[config.mk]
export PLATFORM = sky130hd
export DESIGN_NAME = wdt_guard
export DESIGN_NICKNAME = d
export VERILOG_FILES = /design/src/rtl/wdt_pkg.sv /design/src/rtl/wdt_timer.sv /design/src/rtl/wdt_action.sv /design/src/rtl/wdt_cfg.sv /design/src/rtl/wdt_guard.sv
export SDC_FILE = /design/constraint.sdc
export NUM_CORES = 1
export LEC_CHECK = 0
export BUFFER_PORTS_ARGS = -buffer_cell sky130_fd_sc_hd__buf_2
export CAP_MARGIN = 20
export CELL_PAD_IN_SITES_DETAIL_PLACEMENT = 2
export CELL_PAD_IN_SITES_GLOBAL_PLACEMENT = 2
export CORE_UTILIZATION = 31
export DETAILED_ROUTE_END_ITERATION = 10
export PLACE_DENSITY_LB_ADDON = 0.1
export SKIP_LAST_GASP = 1
export SYNTH_ARGS = -nofsm -noshare
export SYNTH_HDL_FRONTEND = slang
export SYNTH_SLANG_ARGS = --single-unit
[constraint.sdc]
create_clock -name clk -period 2.85 [get_ports clk]
set_input_delay 0.285 -clock clk [delete_from_list [all_inputs] [get_ports clk]]
set_output_delay 0.285 -clock clk [all_outputs]
set_load 0.05 [all_outputs]
[src/rtl/wdt_pkg.sv]
package wdt_pkg;

    // Control word as software sees it (bit positions are part of the interface)
    typedef struct packed {
        logic [3:0] sel;    // time-out select
        logic       chg;    // change-unlock window open
        logic       re;     // reset enable
        logic       ie;     // interrupt enable
        logic       flag;   // interrupt flag, write 1 to clear
    } wdt_reg_t;

    typedef enum logic [1:0] {
        MODE_OFF  = 2'b00,
        MODE_IRQ  = 2'b01,
        MODE_RST  = 2'b10,
        MODE_BOTH = 2'b11
    } wdt_mode_t;

    function automatic wdt_mode_t mode_of(input logic ie, input logic re);
        return wdt_mode_t'({re, ie});
    endfunction

    function automatic logic [3:0] clip_sel(input logic [3:0] s, input int max_sel);
        return (int'(s) > max_sel) ? 4'(max_sel) : s;
    endfunction

endpackage

[src/rtl/wdt_timer.sv]
module wdt_timer
    import wdt_pkg::*;
#(
    parameter int BASE_LOG2 = 11,
    parameter int MAX_SEL   = 9
) (
    input  logic       clk,
    input  logic       rst,
    input  logic       tick,
    input  logic       kick,
    input  logic [3:0] sel,
    output logic       expire
);
    localparam int CW = BASE_LOG2 + MAX_SEL;

    logic [CW-1:0] cnt_q;
    logic [CW:0]   span;
    logic [CW-1:0] last;

    always_comb begin
        span   = (CW+1)'(1) << (BASE_LOG2 + int'(clip_sel(sel, MAX_SEL)));
        last   = CW'(span - 1'b1);
        expire = tick && !kick && (cnt_q >= last);
    end

    always_ff @(posedge clk) begin
        if (rst)       cnt_q <= '0;
        else if (kick) cnt_q <= '0;
        else if (tick) cnt_q <= expire ? '0 : cnt_q + 1'b1;
    end


    kick_quiet_chk: assert property (@(posedge clk) disable iff (rst)
        kick |=> !expire);

endmodule

[src/rtl/wdt_action.sv]
module wdt_action
    import wdt_pkg::*;
(
    input  logic clk,
    input  logic rst,
    input  logic expire,
    input  logic ie,
    input  logic re,
    output logic flag_set,
    output logic ie_clr,
    output logic rst_pulse
);
    wdt_mode_t mode;

    always_comb begin
        mode     = mode_of(ie, re);
        flag_set = expire && (mode == MODE_IRQ || mode == MODE_BOTH);
        ie_clr   = expire && (mode == MODE_BOTH);
    end

    always_ff @(posedge clk) begin
        if (rst) rst_pulse <= 1'b0;
        else     rst_pulse <= expire && (mode == MODE_RST);
    end


    single_pulse_chk: assert property (@(posedge clk) disable iff (rst)
        rst_pulse |=> !rst_pulse);

endmodule

[src/rtl/wdt_cfg.sv]
module wdt_cfg
    import wdt_pkg::*;
#(
    parameter int UNLOCK_WIN = 4
) (
    input  logic     clk,
    input  logic     rst,
    input  logic     lock,
    input  logic     wr_en,
    input  wdt_reg_t wr_data,
    input  logic     hw_flag_set,
    input  logic     hw_ie_clr,
    output wdt_reg_t view
);
    localparam int WW = $clog2(UNLOCK_WIN + 1);

    logic          flag_q, ie_q, re_q;
    logic [3:0]    sel_q;
    logic [WW-1:0] win_q;
    logic          chg_active, unlock, prot;

    always_comb begin
        chg_active = (win_q != '0);
        unlock     = wr_en && wr_data.chg && wr_data.re;
        prot       = wr_en && chg_active && !wr_data.chg;
        view.sel   = sel_q;
        view.chg   = chg_active;
        view.re    = re_q | lock;
        view.ie    = ie_q & ~lock;
        view.flag  = flag_q;
    end

    always_ff @(posedge clk) begin
        if (rst) begin
            flag_q <= 1'b0;
            ie_q   <= 1'b0;
            re_q   <= 1'b0;
            sel_q  <= '0;
            win_q  <= '0;
        end else begin
            if (hw_flag_set)               flag_q <= 1'b1;
            else if (wr_en && wr_data.flag) flag_q <= 1'b0;

            if (hw_ie_clr)  ie_q <= 1'b0;
            else if (wr_en) ie_q <= wr_data.ie;

            if (unlock) begin
                win_q <= WW'(UNLOCK_WIN);
                re_q  <= 1'b1;
            end else if (prot) begin
                re_q  <= wr_data.re;
                sel_q <= wr_data.sel;
                win_q <= '0;
            end else begin
                if (wr_en && wr_data.re) re_q <= 1'b1;
                if (chg_active)          win_q <= win_q - 1'b1;
            end
        end
    end


    sel_guard_chk: assert property (@(posedge clk) disable iff (rst)
        !chg_active |=> $stable(sel_q));


    re_guard_chk: assert property (@(posedge clk) disable iff (rst)
        $fell(re_q) |-> $past(chg_active));


    win_open_chk: assert property (@(posedge clk) disable iff (rst)
        (chg_active && !$past(chg_active)) |-> $past(wr_en && wr_data.chg && wr_data.re));


    hw_ie_clear_chk: assert property (@(posedge clk) disable iff (rst)
        hw_ie_clr |=> !ie_q);

endmodule

[src/rtl/wdt_guard.sv]
module wdt_guard
    import wdt_pkg::*;
#(
    parameter int BASE_LOG2  = 11,
    parameter int MAX_SEL    = 9,
    parameter int UNLOCK_WIN = 4
) (
    input  logic       clk,
    input  logic       rst,
    input  logic       osc_tick,
    input  logic       lock_fuse,
    input  logic       kick,
    input  logic       wr_en,
    input  logic [7:0] wr_data,
    output logic [7:0] rd_data,
    output logic       irq,
    output logic       rst_pulse
);
    wdt_reg_t view;
    wdt_reg_t wr_word;
    logic     expire, flag_set, ie_clr;

    assign wr_word = wdt_reg_t'(wr_data);

    wdt_cfg #(.UNLOCK_WIN(UNLOCK_WIN)) u_cfg (
        .clk         (clk),
        .rst         (rst),
        .lock        (lock_fuse),
        .wr_en       (wr_en),
        .wr_data     (wr_word),
        .hw_flag_set (flag_set),
        .hw_ie_clr   (ie_clr),
        .view        (view)
    );

    wdt_timer #(.BASE_LOG2(BASE_LOG2), .MAX_SEL(MAX_SEL)) u_timer (
        .clk    (clk),
        .rst    (rst),
        .tick   (osc_tick),
        .kick   (kick),
        .sel    (view.sel),
        .expire (expire)
    );

    wdt_action u_action (
        .clk       (clk),
        .rst       (rst),
        .expire    (expire),
        .ie        (view.ie),
        .re        (view.re),
        .flag_set  (flag_set),
        .ie_clr    (ie_clr),
        .rst_pulse (rst_pulse)
    );

    assign rd_data = view;
    assign irq     = view.flag;


    lock_reset_chk: assert property (@(posedge clk) disable iff (rst)
        (lock_fuse && expire) |=> rst_pulse);


    irq_no_reset_chk: assert property (@(posedge clk) disable iff (rst)
        (expire && view.ie && !view.re) |=> (irq && !rst_pulse));

endmodule

==> flow_metrics.py, run 1 <==
metrics = {
    "sta": {
        "finClkSkew_ns": 0.004256,
        "finalHoldViolCount": 0,
        "rsz0062_at_grt": "false",
        "slew_viol_final": 0,
        "min_period_over_period_pct": 88.51,
        "min_period_ns": 2.523,
        "fmax_mhz": 396.4,
        "finalSetupTns_ns": 0,
        "setup_viol": 0,
    },
    "finish": {
        "antennaDiodeCount": 0,
        "areaGrowthSynthToFinish_pct": 10.83,
        "layout.nets": 310,
        "finish.utilization_pct": 36.10,
        "drive_gt1_share_pct": 15.87,
    },
    "route": {
        "ant_nets": 0,
        "wl_met1_mm": 2.425,
        "vias_per_cell": 5.121,
        "wire_per_inst_um": 14.93,
        "first_iter_violations": 32,
        "totalWireLength_mm": 5.197,
        "top_layer_used": "met4",
        "vias": 1782,
        "drc": 4,
        "wl_met3_um": 111,
        "met2_length_mm": 2.594,
        "drtPass1Iterations": 7,
    },
    "clock_tree": {
        "h-tree-depth": 2,
        "clk_latency_ns": 0.28,
        "cts_resized": 0,
        "clockBufferDepth": 2,
        "clkSinkCount": 31,
        "cts_inserted_buffers": 5,
        "cts_setup_buffers": 0,
        "root_buffer": "clkbuf_8",
        "cts_tree": "yes",
        "cts.clk_slew.worst_paths_ns": 0.06,
        "ctsHoldBuffers": 0,
    },
    "logic_synthesis": {
        "synth.distinct_cells": 42,
        "synth_top_cells_by_count": "dfxtp_1, ha_1, nand2_1",
        "syn-mean-instance-area_um2": 8.402,
        "ys_ff_latch": 31,
        "post-synth-top-count-cell": "dfxtp_1",
        "ys_seq_area_share_pct": 29.67,
        "synthFlopType": "dfxtp_1",
        "synth_edf_count": 0,
        "synthArstFlopShare_pct": 0,
        "syn_area_um2": 2092,
        "synthCells": 249,
        "yosys_warnings": 0,
        "yosys-top-cells-area": "dfxtp_1, ha_1, nand2_1, xor2_1, a21oi_1",
        "yosys.area.top_type_share_pct": 29.67,
        "synth.largest_area_cell": "dfxtp_1",
    },
    "outcome": {
        "outcome": "finished, violations left",
        "violations": "design-rule violations",
    },
    "critical_path": {
        "critPathArrivalTime_ns": 2.67,
        "rrSetupSlack_ns": 0.33,
        "critPathMaxFanout": 17,
        "path_class": "reg -> reg",
        "reg2reg_depth": 9,
        "setup.worst_path.end_class": "register",
        "r2r_start": "u_cfg.sel_q[1]",
        "rr_endpoint": "u_timer.cnt_q[14]",
        "cp_data_required_time_ns": 2.99,
        "start_kind": "register",
    },
    "job": {
        "cap_viol_max_count": 0,
    },
    "grt": {
        "grt.overflow.total": 0,
        "antenna_found_initial": 0,
        "grt_max_degree": 21,
        "grtUsageTotal_pct": 16.46,
        "grt_pass1_wl_mm": 9.177,
        "grt_pass1_vias": 1932,
    },
    "worst_hold_path": {
        "whs_endpoint": "u_cfg.sel_q[3]",
        "min-delay-path-class": "in -> reg",
        "whs_path_depth": 3,
        "hp-start": "wr_data[7]",
    },
    "floorplan": {
        "die_area_um2": 7081,
        "io_pins": 24,
        "die_w_um": 84.15,
        "start_util_pct": 32.57,
        "core_um2": 6422,
        "rows": 29,
        "die_h_um": 84.15,
    },
    "pwr": {
        "leakagePower_uw": 0.001060,
        "powerDensity_nw_per_um2": 491.1,
        "peakVddDrop_mv": 0.1207,
    },
    "place": {
        "gp_congestion": 0.7424,
        "dpl.hpwl_mm": 4.088,
        "io_buffer_count": 23,
    },
}
-- critical path: stages, from the launching register on --
cell and delay [ns]:
dfxtp_1 0.48, or2_2 0.20, o21ai_0 0.08, ha_1 0.35, nand4_2 0.20, nor4_4 0.36, o211a_1 0.21, o211a_1 0.17
buf_4 0.24, nor3_1 0.09
-- cell usage in the layout (no fill, tap or decap), drive strengths merged, types with 5 or more instances in the layout --
master,synthesis,final
a21oi,17,17
buf,7,26
clkbuf,8,6
conb,2,7
dfxtp,31,31
ha,24,24
inv,14,14
mux2i,7,7
nand2,24,24
nand3,7,7
nand4,8,8
nor2,20,20
nor3,18,18
o21ai,9,9
or2,5,5
xnor2,7,7
xor2,10,10
-- state kept, by name, summed over array words and instances, names as in the netlist --
name and flops:
u_cfg.win_q 3, u_timer.cnt_q 20, u_cfg.sel_q 4, u_cfg.re_q 1, u_action.rst_pulse 1, u_cfg.ie_q 1
u_cfg.flag_q 1
-- per-stage QoR --
step	total power [uW]	setup WS [ns]	instance area (um2)	hold slack, ns	instances
3_5_place_dp	841.1	0.2841	2246	0.4714	342
5_1_grt	1225	0.07676	2318	0.2652	348
3_3_place_gp	832.0	0.3624	2246	0.4612	342
4_1_cts	1164	0.2539	2318	0.2459	348
2_1_floorplan	772.2	0.1827	2111	0.4296	254
6_report	1139	0.3274	2318	0.2468	348
-- power breakdown --
group	leakage [uW]	switching (uW)	internal, uW
clock network	0.0000371	150	162
logic	0.000772	222	127
registers	0.000251	19.5	458
-- per-layer routing --
layer  GRT usage, %  vias up
li1               -      898
met1          20.70      866
met2          28.61       13
met3          2.950        5
met4          5.172        0
met5              0        -
-- worst max-delay path by stage --
| stage | startpoint | endpoint | slack, ns | cells past startpoint |
|---|---|---|---|---|
| 6_report | u_cfg.sel_q[1] | u_timer.cnt_q[14] | 0.33 | 9 |
| 5_1_grt | u_cfg.sel_q[1] | u_timer.cnt_q[11] | 0.08 | 9 |
| 4_1_cts | u_cfg.sel_q[1] | u_timer.cnt_q[9] | 0.25 | 9 |
| 3_5_place_dp | u_cfg.sel_q[1] | u_timer.cnt_q[9] | 0.28 | 9 |
| 3_3_place_gp | u_cfg.sel_q[1] | u_timer.cnt_q[16] | 0.36 | 9 |
| 2_1_floorplan | u_cfg.sel_q[1] | u_timer.cnt_q[14] | 0.18 | 11 |
-- kinds of logic after synthesis --
family	share of synthesized area, %
AO/OA/AOI/OAI	11.54
buffers and inverters	7.237
AND/OR/NAND/NOR	26.38
flip-flops	29.67
multiplexers	3.349
other	0.3590
adder cells (fa/ha/maj)	14.35
XOR/XNOR	7.117
-- area by class of cell --
| cell class | count | area, um2 |
|---|---|---|
| tap | 77 | 96.34 |
| multi-input combinational | 194 | 1339 |
| sequential | 31 | 620.6 |
| timing repair buffer | 26 | 137.6 |
| inverter | 14 | 52.55 |
| clock buffer | 6 | 72.57 |
| fill | 749 | 4104 |
Power figures use the tool's default switching activity.
==> inputs of run 2 (changes only) <==
--- a/config.mk
+++ b/config.mk
@@ -11,6 +11,7 @@
 export CELL_PAD_IN_SITES_GLOBAL_PLACEMENT = 2
 export CORE_UTILIZATION = 31
 export DETAILED_ROUTE_END_ITERATION = 10
+export GPL_TIMING_DRIVEN = 0
 export PLACE_DENSITY_LB_ADDON = 0.1
 export SKIP_LAST_GASP = 1
 export SYNTH_ARGS = -nofsm -noshare
==> flow_metrics.py, run 2 (synthesis gave the netlist of run 1 again) <==
metrics = {
    "finish": {
        "final-seq-area_um2": 620.6,
        "multi_input_area_um2": 1339,
        "final_cell_mix": "dfxtp_1, nand2_1, ha_1",
        "areaGrowthSynthToFinish_pct": 15.97,
        "top_regs": "u_timer.cnt_q (20), u_cfg.sel_q (4), u_cfg.win_q (3)",
        "mostFrequentLayoutCell": "dfxtp_1",
        "regMostFlops": "u_timer.cnt_q",
        "fin_cells": 359,
        "largest_register_ffs": 20,
        "drive_gt1_share_pct": 17.02,
        "fillers": 749,
        "finish.instance_area_um2": 2426,
        "layout.nets": 319,
        "antennaDiodeCount": 0,
    },
    "sta": {
        "finalSetupTns_ns": 0,
        "slew_headroom_pct": 61.29,
        "fmax_mhz": 390.1,
        "holdWs_ns": 0.2282,
        "worstMarginPinSlew_ns": 0.5806,
        "setup_viol": 0,
        "finalHoldViolCount": 0,
        "finClkSkew_ns": 0.004494,
        "rsz0062_at_grt": "false",
        "min_period_ns": 2.563,
        "min_period_over_period_pct": 89.95,
        "slew_viol_final": 0,
    },
    "critical_path": {
        "critPathMaxFanout": 10,
        "path_class": "reg -> reg",
        "start_kind": "register",
        "rrSetupSlack_ns": 0.29,
        "cp_data_required_time_ns": 3.06,
        "setup.worst_path.end_class": "register",
        "critPathArrivalTime_ns": 2.77,
    },
    "route": {
        "first_iter_violations": 50,
        "drtPass1Iterations": 7,
        "ant_nets": 0,
        "vias": 1814,
        "vias_per_cell": 5.053,
        "wire_per_inst_um": 14.44,
        "drc": 4,
        "totalWireLength_mm": 5.183,
    },
    "place": {
        "place_area_um2": 2312,
        "dp_cells": 352,
        "gp_congestion": 0.6864,
        "dpl.hpwl_mm": 4.113,
        "io_buffer_count": 21,
    },
    "clock_tree": {
        "cts_resized": 0,
        "cts.clk_slew.worst_paths_ns": 0.07,
        "root_buffer": "clkbuf_8",
        "h-tree-depth": 2,
        "cts_inserted_buffers": 5,
        "cts_setup_buffers": 0,
        "ctsHoldBuffers": 0,
        "clk_latency_ns": 0.29,
        "clockBufferDepth": 2,
        "clkSinkCount": 31,
        "cts_tree": "yes",
    },
    "worst_hold_path": {
        "min-delay-path-class": "in -> reg",
    },
    "pwr": {
        "powerDensity_nw_per_um2": 536.1,
        "peakVddDrop_mv": 0.1676,
        "leakagePower_uw": 0.001108,
    },
    "floorplan": {
        "die_area_um2": 7081,
        "die_w_um": 84.15,
        "start_util_pct": 32.57,
        "die_h_um": 84.15,
        "core_um2": 6422,
        "rows": 29,
        "io_pins": 24,
    },
    "outcome": {
        "outcome": "finished, violations left",
        "violations": "design-rule violations",
    },
    "grt": {
        "grtUsageTotal_pct": 16.20,
        "antenna_found_initial": 0,
        "grt.overflow.total": 0,
        "grt_pass1_wl_mm": 8.990,
        "grt_pass1_vias": 1883,
        "grt_max_degree": 11,
    },
    "job": {
        "cap_viol_max_count": 0,
    },
}
run 2: cell types whose count changed in the layout (fill, tap and decap cells not counted), sizes merged:
cell and change:
clkbuf +7, buf +2, bufinv +1, clkinv +1
run 2: path summary, 6_finish.rpt:
check | start | depth (start not counted) | end
min reg2reg | u_cfg.flag_q | 2 | u_cfg.flag_q
min | wr_data[4] | 3 | u_cfg.sel_q[0]
max reg2reg | u_cfg.sel_q[3] | 12 | u_timer.cnt_q[3]
max | u_cfg.sel_q[3] | 12 | u_timer.cnt_q[3]
run 2: layout make-up:
class | instances | area share, %
plain buffers | 14 | 3.920
multi-input cells | 194 | 55.18
clock inverters | 2 | 1.444
flip-flops and latches | 31 | 25.58
inverters | 14 | 2.166
well taps | 77 | 3.971
clock buffers | 6 | 3.404
repair buffers | 21 | 4.332
run 2: layer usage:
layer	share of wire (%)	wire, um	GRT usage, %
met1	48	2497	20.35
met2	48	2505	27.42
met3	2.5	131	4.130
met4	0.93	48	4.702
met5	0	0	0
run 2: per-stage QoR:
stage	power, uW	setup WS (ns)	utilization (%)
after floorplan	772.2	0.1827	-
after global placement	845.6	0.1974	36.00
after detailed placement	852.9	0.1857	36.00
after CTS	1330	0.1507	37.83
after global routing	1391	0.01227	37.78
final	1301	0.2865	37.78
run 2: power breakdown:
part / switching [uW] / leakage [uW] / internal [uW]
sequential: 25.4 / 0.000251 / 457
combinational: 220 / 0.000795 / 136
clock: 180 / 0.0000612 / 283
total: 425 / 0.00111 / 876
run 2: worst max-delay path: stages, from the launching register on:
cell and delay, ns:
dfxtp_1 0.40, or2_2 0.37, nor2_1 0.13, mux2i_1 0.21, ha_1 0.25, nand4_1 0.16, nor2_1 0.07, nand2_1 0.08
nand4_1 0.11, o211a_1 0.25, buf_6 0.15, buf_12 0.14, nor3_1 0.17
